$ cat src/rtl/sram_seq_pkg.sv
// Shared types and helpers for the asynchronous SRAM access controller.
package sram_seq_pkg;

    // Access phases; one phase is active per clock cycle.
    typedef enum logic [2:0] {
        ST_IDLE    = 3'd0,
        ST_SETUP   = 3'd1,
        ST_WPULSE  = 3'd2,
        ST_WHOLD   = 3'd3,
        ST_RACCESS = 3'd4,
        ST_RECOV   = 3'd5
    } seq_state_t;

    // Larger of two cycle counts.
    function automatic int unsigned cyc_max(input int unsigned a, input int unsigned b);
        return (a > b) ? a : b;
    endfunction

endpackage

$ cat src/rtl/sram_phase_timer.sv
// Down-counter that times one access phase.
// Assumes: load is raised only once the previous count has expired.
// done is high while the count is zero, i.e. in the last cycle of a phase.
module sram_phase_timer #(
    parameter int unsigned CNT_W = 3
) (
    input  logic             clk,
    input  logic             rst_n,
    input  logic             load,
    input  logic [CNT_W-1:0] load_val,
    output logic             done
);

    logic [CNT_W-1:0] cnt_q;

    // Load a new phase length, or count down to zero and stay there.
    always_ff @(posedge clk) begin
        if (!rst_n) begin
            cnt_q <= '0;
        end else if (load) begin
            cnt_q <= load_val;
        end else if (cnt_q != '0) begin
            cnt_q <= cnt_q - 1'b1;
        end
    end

    assign done = (cnt_q == '0);

    // R9 (phase lengths rely on reloads only after expiry)
    load_after_expiry_chk: assert property (@(posedge clk) disable iff (!rst_n)
        load |-> done);

endmodule

$ cat src/rtl/sram_seq_fsm.sv
// Phase sequencer: accepts one host request at a time and walks it through
// setup, strobe, hold and recovery phases, each timed by sram_phase_timer.
// Assumes: all cycle parameters are at least 1; req is held until ack.
module sram_seq_fsm
    import sram_seq_pkg::*;
#(
    parameter int unsigned SETUP_CYC  = 1,
    parameter int unsigned WP_EFF     = 2,
    parameter int unsigned ACCESS_CYC = 2,
    parameter int unsigned HOLD_CYC   = 1,
    parameter int unsigned RECOV_CYC  = 1
) (
    input  logic       clk,
    input  logic       rst_n,
    input  logic       req,
    input  logic       host_we,
    output logic       accept,
    output logic       capture,
    output logic       ack,
    output seq_state_t nxt_state
);

    localparam int unsigned MAX_CYC = cyc_max(cyc_max(cyc_max(SETUP_CYC, WP_EFF),
                                               cyc_max(ACCESS_CYC, HOLD_CYC)), RECOV_CYC);
    localparam int unsigned CNT_W   = $clog2(MAX_CYC + 1);
    localparam logic [CNT_W-1:0] LD_SETUP  = CNT_W'(SETUP_CYC - 1);
    localparam logic [CNT_W-1:0] LD_WPULSE = CNT_W'(WP_EFF - 1);
    localparam logic [CNT_W-1:0] LD_ACCESS = CNT_W'(ACCESS_CYC - 1);
    localparam logic [CNT_W-1:0] LD_HOLD   = CNT_W'(HOLD_CYC - 1);
    localparam logic [CNT_W-1:0] LD_RECOV  = CNT_W'(RECOV_CYC - 1);

    if (SETUP_CYC == 0 || WP_EFF == 0 || ACCESS_CYC == 0 ||
        HOLD_CYC == 0 || RECOV_CYC == 0) begin : g_bad_cfg
        $error("sram_seq_fsm: every cycle count must be at least 1");
    end

    seq_state_t       state_q;
    logic             wr_q;
    logic             t_load;
    logic [CNT_W-1:0] t_val;
    logic             t_done;

    sram_phase_timer #(.CNT_W(CNT_W)) u_timer (
        .clk      (clk),
        .rst_n    (rst_n),
        .load     (t_load),
        .load_val (t_val),
        .done     (t_done)
    );

    // Next phase and timer reload for the phase being entered.
    always_comb begin
        nxt_state = state_q;
        t_load    = 1'b0;
        t_val     = '0;
        case (state_q)
            ST_IDLE: if (req) begin
                nxt_state = ST_SETUP;
                t_load    = 1'b1;
                t_val     = LD_SETUP;
            end
            ST_SETUP: if (t_done) begin
                t_load = 1'b1;
                if (wr_q) begin
                    nxt_state = ST_WPULSE;
                    t_val     = LD_WPULSE;
                end else begin
                    nxt_state = ST_RACCESS;
                    t_val     = LD_ACCESS;
                end
            end
            ST_WPULSE: if (t_done) begin
                nxt_state = ST_WHOLD;
                t_load    = 1'b1;
                t_val     = LD_HOLD;
            end
            ST_WHOLD, ST_RACCESS: if (t_done) begin
                nxt_state = ST_RECOV;
                t_load    = 1'b1;
                t_val     = LD_RECOV;
            end
            ST_RECOV: if (t_done) begin
                nxt_state = ST_IDLE;
            end
            default: nxt_state = ST_IDLE;
        endcase
    end

    // Phase register.
    always_ff @(posedge clk) begin
        if (!rst_n) state_q <= ST_IDLE;
        else        state_q <= nxt_state;
    end

    // Direction of the access in flight, captured on acceptance.
    always_ff @(posedge clk) begin
        if (!rst_n)      wr_q <= 1'b0;
        else if (accept) wr_q <= host_we;
    end

    assign accept  = (state_q == ST_IDLE) && req;
    assign capture = (state_q == ST_RACCESS) && t_done;
    assign ack     = (state_q == ST_RECOV) && t_done;


    ack_single_chk: assert property (@(posedge clk) disable iff (!rst_n)
        ack |=> !ack);


    ack_then_idle_chk: assert property (@(posedge clk) disable iff (!rst_n)
        ack |=> (state_q == ST_IDLE));

endmodule

$ cat src/rtl/sram_pin_drv.sv
// Pin stage: latches the host address and data on acceptance, registers the
// RAM strobes from the next phase so every pin leaves a flop, and captures
// read data at the end of the access phase.
// Assumes: nxt_state comes from sram_seq_fsm in the same cycle.
module sram_pin_drv
    import sram_seq_pkg::*;
#(
    parameter int unsigned ADDR_W           = 11,
    parameter int unsigned DATA_W           = 8,
    parameter bit          OE_HIGH_ON_WRITE = 1'b1,
    parameter int unsigned WP_EFF           = 2
) (
    input  logic              clk,
    input  logic              rst_n,
    input  logic              accept,
    input  logic              capture,
    input  seq_state_t        nxt_state,
    input  logic [ADDR_W-1:0] host_addr,
    input  logic [DATA_W-1:0] host_wdata,
    input  logic [DATA_W-1:0] dq_in,
    output logic [ADDR_W-1:0] addr_o,
    output logic              cs_n_o,
    output logic              we_n_o,
    output logic              oe_n_o,
    output logic [DATA_W-1:0] dq_out_o,
    output logic              dq_oe_o,
    output logic [DATA_W-1:0] rdata_o
);

    localparam int unsigned RUN_W = $clog2(WP_EFF + 1) + 1;

    logic nxt_wpulse;
    logic nxt_racc;
    logic nxt_oe_low;

    assign nxt_wpulse = (nxt_state == ST_WPULSE);
    assign nxt_racc   = (nxt_state == ST_RACCESS);

    // Output enable during a write follows the configured mode.
    if (OE_HIGH_ON_WRITE) begin : g_oe_hi
        assign nxt_oe_low = nxt_racc;
    end else begin : g_oe_lo
        assign nxt_oe_low = nxt_racc || nxt_wpulse;
    end

    // Latch host address and write byte only when a request is accepted.
    always_ff @(posedge clk) begin
        if (!rst_n) begin
            addr_o   <= '0;
            dq_out_o <= '0;
        end else if (accept) begin
            addr_o   <= host_addr;
            dq_out_o <= host_wdata;
        end
    end

    // Register the strobes and bus drive for the phase being entered.
    always_ff @(posedge clk) begin
        if (!rst_n) begin
            cs_n_o  <= 1'b1;
            we_n_o  <= 1'b1;
            oe_n_o  <= 1'b1;
            dq_oe_o <= 1'b0;
        end else begin
            cs_n_o  <= !(nxt_wpulse || nxt_racc);
            we_n_o  <= !nxt_wpulse;
            oe_n_o  <= !nxt_oe_low;
            dq_oe_o <= nxt_wpulse || (nxt_state == ST_WHOLD);
        end
    end

    // Sample the returning byte at the end of the access phase.
    always_ff @(posedge clk) begin
        if (!rst_n)       rdata_o <= '0;
        else if (capture) rdata_o <= dq_in;
    end

    // Length of the current write-enable low run, for the pulse check.
    logic [RUN_W-1:0] wp_run_q;
    always_ff @(posedge clk) begin
        if (!rst_n)       wp_run_q <= '0;
        else if (!we_n_o) wp_run_q <= wp_run_q + 1'b1;
        else              wp_run_q <= '0;
    end


    addr_move_deselected_chk: assert property (@(posedge clk) disable iff (!rst_n)
        !$stable(addr_o) |-> (cs_n_o && $past(cs_n_o)));


    we_within_cs_chk: assert property (@(posedge clk) disable iff (!rst_n)
        !we_n_o |-> !cs_n_o);


    wpulse_width_chk: assert property (@(posedge clk) disable iff (!rst_n)
        $rose(we_n_o) |-> (wp_run_q == RUN_W'(WP_EFF)));


    data_driven_in_pulse_chk: assert property (@(posedge clk) disable iff (!rst_n)
        !we_n_o |-> dq_oe_o);


    no_drive_when_reading_chk: assert property (@(posedge clk) disable iff (!rst_n)
        (!oe_n_o && we_n_o) |-> (!cs_n_o && !dq_oe_o));

    if (OE_HIGH_ON_WRITE) begin : g_oe_chk

        oe_high_in_write_chk: assert property (@(posedge clk) disable iff (!rst_n)
            !we_n_o |-> oe_n_o);
    end

endmodule

$ cat src/rtl/sram_seq_ctrl.sv
// Top of the asynchronous SRAM access controller: a phase sequencer and a
// registered pin stage. Host requests are taken one at a time; the RAM is
// deselected whenever no strobe phase is running.
// Assumes: host holds req and its fields until ack; cycle counts >= 1.
module sram_seq_ctrl
    import sram_seq_pkg::*;
#(
    parameter int unsigned ADDR_W           = 11,
    parameter int unsigned DATA_W           = 8,
    parameter int unsigned SETUP_CYC        = 1,
    parameter int unsigned PULSE_CYC        = 2,
    parameter int unsigned ACCESS_CYC       = 2,
    parameter int unsigned HOLD_CYC         = 1,
    parameter int unsigned RECOV_CYC        = 1,
    parameter int unsigned TURNOFF_CYC      = 1,
    parameter int unsigned DSETUP_CYC       = 1,
    parameter bit          OE_HIGH_ON_WRITE = 1'b1
) (
    input  logic              clk,
    input  logic              rst_n,
    input  logic              req,
    input  logic              req_we,
    input  logic [ADDR_W-1:0] req_addr,
    input  logic [DATA_W-1:0] req_wdata,
    output logic              ack,
    output logic [DATA_W-1:0] rdata,
    output logic [ADDR_W-1:0] sram_addr,
    output logic              sram_cs_n,
    output logic              sram_we_n,
    output logic              sram_oe_n,
    output logic [DATA_W-1:0] sram_dq_out,
    output logic              sram_dq_oe,
    input  logic [DATA_W-1:0] sram_dq_in
);

    localparam int unsigned WP_EFF = OE_HIGH_ON_WRITE ? PULSE_CYC
                                   : cyc_max(PULSE_CYC, TURNOFF_CYC + DSETUP_CYC);

    logic       accept;
    logic       capture;
    seq_state_t nxt_state;

    sram_seq_fsm #(
        .SETUP_CYC  (SETUP_CYC),
        .WP_EFF     (WP_EFF),
        .ACCESS_CYC (ACCESS_CYC),
        .HOLD_CYC   (HOLD_CYC),
        .RECOV_CYC  (RECOV_CYC)
    ) u_fsm (
        .clk       (clk),
        .rst_n     (rst_n),
        .req       (req),
        .host_we   (req_we),
        .accept    (accept),
        .capture   (capture),
        .ack       (ack),
        .nxt_state (nxt_state)
    );

    sram_pin_drv #(
        .ADDR_W           (ADDR_W),
        .DATA_W           (DATA_W),
        .OE_HIGH_ON_WRITE (OE_HIGH_ON_WRITE),
        .WP_EFF           (WP_EFF)
    ) u_pins (
        .clk        (clk),
        .rst_n      (rst_n),
        .accept     (accept),
        .capture    (capture),
        .nxt_state  (nxt_state),
        .host_addr  (req_addr),
        .host_wdata (req_wdata),
        .dq_in      (sram_dq_in),
        .addr_o     (sram_addr),
        .cs_n_o     (sram_cs_n),
        .we_n_o     (sram_we_n),
        .oe_n_o     (sram_oe_n),
        .dq_out_o   (sram_dq_out),
        .dq_oe_o    (sram_dq_oe),
        .rdata_o    (rdata)
    );

endmodule

$ cat config.mk
export PLATFORM = sky130hd
export DESIGN_NAME = sram_seq_ctrl
export DESIGN_NICKNAME = d
export VERILOG_FILES = /design/src/rtl/sram_seq_pkg.sv /design/src/rtl/sram_phase_timer.sv /design/src/rtl/sram_seq_fsm.sv /design/src/rtl/sram_pin_drv.sv /design/src/rtl/sram_seq_ctrl.sv
export SDC_FILE = /design/constraint.sdc
export NUM_CORES = 1
export LEC_CHECK = 0
export BUFFER_PORTS_ARGS = -buffer_cell sky130_fd_sc_hd__buf_2
export CORE_AREA = 2 2 71 59
export DETAILED_ROUTE_END_ITERATION = 10
export DIE_AREA = 0 0 73 61
export PLACE_DENSITY = 0.8
export SLEW_MARGIN = 15
export SYNTH_ARGS = -nofsm -noshare
export SYNTH_HDL_FRONTEND = slang
export SYNTH_SLANG_ARGS = --single-unit
$ cat constraint.sdc
create_clock -name clk -period 2 [get_ports clk]
set_clock_uncertainty 0.05 [all_clocks]
set_input_delay 0.4 -clock clk [delete_from_list [all_inputs] [get_ports clk]]
set_output_delay 0.4 -clock clk [all_outputs]
set_load 0.02 [all_outputs]
==> metrics.txt <==
largest net degree at the start of global routing 22; GRT Resource Usage Total 14.62%; Pins Over Slew Limit 0; met2 wire length 1396 um; Setup crit end kind output pin; Combinational Power Share 39.2%; count leader, synth nand2_1; vias in the first global route 1,107; first-pass GRT wire length 4809 um; cell taking the most area after synthesis dfxtp_1; CTS Buffer Depth 2; drt total wl 3158 um; Post-synth EDFFs 0; crit path time final between 1500 and 2000 ps; Worst Slack Setup Final roughly 130 ps; post-synthesis cell type count 33; Setup crit start kind register; Internal 1.529 mW; Vias/cell approximately 4.8; Core ar. 3729 sq um; Die Area between 4000 and 5000 sq um; chip height around 61 um; top sig layer met4; MaxCap Viol Count 0; Synth Net Count slightly above 200; Avg Cell Area, Syn 8.824 sq um; Ports 63; CTS Buf Count 5; Placer Congestion 0.8240; M1 WL 1521 um; Buffers on Ports 62; num rows 20; worst hold path depth 3; period utilization 93.44%; Worst-Margin Slew 770.4 ps; reg2reg path depth 6; relative slew slack 48.48%; Area contributors post-synth dfxtp_1 (49%), nand2_1 (11%), a21oi_1 (7.3%); met3 wire length 196 um; Reg clk slew, reported paths ~70 ps; Clk pwr share 20.4%; synth cell count leaders nand2_1 (45), dfxtp_1 (37), a21oi_1 (22), nor2_1 (14), mux2i_1 (8); Synth Flop Type dfxtp_1; Iteration-0 DRC Markers 57; post-synthesis cell count between 150 and 200; pwr dens approximately 1300 nW/um^2; Total Nets Final 265; pre-CTS setup slack 61.17 ps; multi-input logic area 665.6 sq um; worst hold path type in2reg; sequential area share after synthesis 49.09%; CP required 1550 ps; drt drc 0; setup tns final 0 ps; Worst Path Arrival 1420 ps; P&R area growth vs syn 26.12%; DR pass1 iterations 4; Sequential cell area between 700 and 800 sq um; switching power 929.1 uW; Fmax achieved 535.1 MHz; synthesized area 1509 sq um; # H-tree levels 2; Cells after DPL 269; Via Count 1,311; RSZ-0062 raised after global routing false; Post-DRT Antenna Nets 0; filler cell count 367; clock sink count 37; Peak VDD IR 591.7 uV; Yosys reg bits 37; share of layout cells above drive strength 1 34.05%; setup violators final 0; CTS Root Cell clkbuf_8; CTS tree yes; Synth top area share about half; GRT overflow 0; drt wl/cell 11.44 um; CTS Hold Bufs 0; cts repair resizes 0; Hold Vio Cnt, Final 0; Sequential Power Share about two fifths; WS Path Type reg2out; Non-Filler Instances 276; status finished, final reports clean; antenna violations before repair 0; Post-synth ARST share 0%; # diodes 0; Leak 0.8701 nW; detailed-placement wirelength estimate 2231 um; Tot Pwr 2.459 mW; Die Wd 73 um; initial core utilization between 40% and 50%; Net Sw Frac roughly 38%; clock latency on the worst-skew pair 270 ps; number of synthesis warnings 0; setup bufs post-CTS 0; CP Max Fanout 11
flip-flops by register name, indices dropped and copies added, names as in the netlist:
name / flops
u_fsm.state_q: 3
u_fsm.u_timer.cnt_q: 2
u_fsm.wr_q: 1
u_pins.addr_o: 11
u_pins.cs_n_o: 1
u_pins.dq_oe_o: 1
u_pins.dq_out_o: 8
u_pins.oe_n_o: 1
u_pins.rdata_o: 8
u_pins.we_n_o: 1
per-layer routing:
layer  up-vias  global-route usage [%]
met1       559                   18.01
met3         6                   5.316
met5         -                       0
li1        690                       -
met4         0                   6.349
met2        56                   23.29
cell families after synthesis:
family | count (synthesis) | share of synthesized area [%]
AOI/OAI and AO/OA | 33 | 12.11
DFF | 37 | 49.09
adders and majority gates | 2 | 1.658
and+or+nand+nor | 74 | 23.71
xor gates and xnor gates | 1 | 0.5805
buffers and inverters | 16 | 7.545
muxes | 8 | 5.307
worst max-delay path, cell delays in order, from the launching register on:
cell,delay (ps)
dfxtp_1,320
inv_1,70
ha_1,370
and3_1,220
buf_2,160
per-stage QoR:
step                cell area, sq um  util [%]  hold slack (ps)
CTS                             1897     50.87            295.7
global placement                1810     48.56            392.4
detailed placement              1810     48.56            397.3
finish                          1903     51.04            306.3
global route                    1903     51.04            292.7
floorplan                       1509         -            395.1
power by group through the flow:
| stage | sequential [mW] | combinational [mW] | clock [mW] |
|---|---|---|---|
| 2_1_floorplan | 1.14 | 0.644 | 0 |
| 3_3_place_gp | 0.998 | 0.947 | 0 |
| 3_5_place_dp | 1.00 | 0.964 | 0 |
| 4_1_cts | 0.988 | 0.965 | 0.524 |
| 5_1_grt | 1.01 | 1.07 | 0.558 |
| 6_report | 0.994 | 0.964 | 0.501 |
placed cells by master, fill, tap and decap left out:
master and instances:
ha_1 2, and3_4 1, and4bb_1 1, nor2b_1 1, o311ai_1 1, or3_4 1, and3_1 2, o21ai_0 2
a31oi_1 1, nor3_1 1, nor2b_4 1, nor3_4 1, buf_4 4, o31ai_1 1, dfxtp_1 37, nor2_4 1
nand2_1 45, nor3_2 1, clkbuf_8 6, buf_2 62, o211ai_1 1, a21oi_1 22, nand4b_1 1, nor4b_1 1
xor2_1 1, o21ai_1 3, a32oi_1 2, nor2_1 14, inv_1 4, nand4_1 1, clkbuf_1 1, nand2b_4 1
mux2i_1 8
area by class of cell:
cell class / count / share of cell area (%)
clock buffers: 7 / 4.536
inverters: 4 / 0.7890
multi-input cells: 118 / 34.98
flip-flops and latches: 37 / 38.92
well taps: 44 / 2.893
repair buffers: 66 / 17.88
final timing paths:
check | startpoint | to | slack (ps)
setup / recovery | u_fsm.u_timer.cnt_q[0]$_SDFFE_PN0P_ | ack | 130
hold / removal | req_wdata[1] | u_pins.dq_out_o[1]$_SDFFE_PN0P_ | 310
setup reg to reg | u_fsm.u_timer.cnt_q[0]$_SDFFE_PN0P_ | u_pins.cs_n_o$_SDFF_PN1_ | 310
hold reg to reg | u_pins.dq_out_o[6]$_SDFFE_PN0P_ | u_pins.dq_out_o[6]$_SDFFE_PN0P_ | 400
Power figures use the tool's default switching activity.
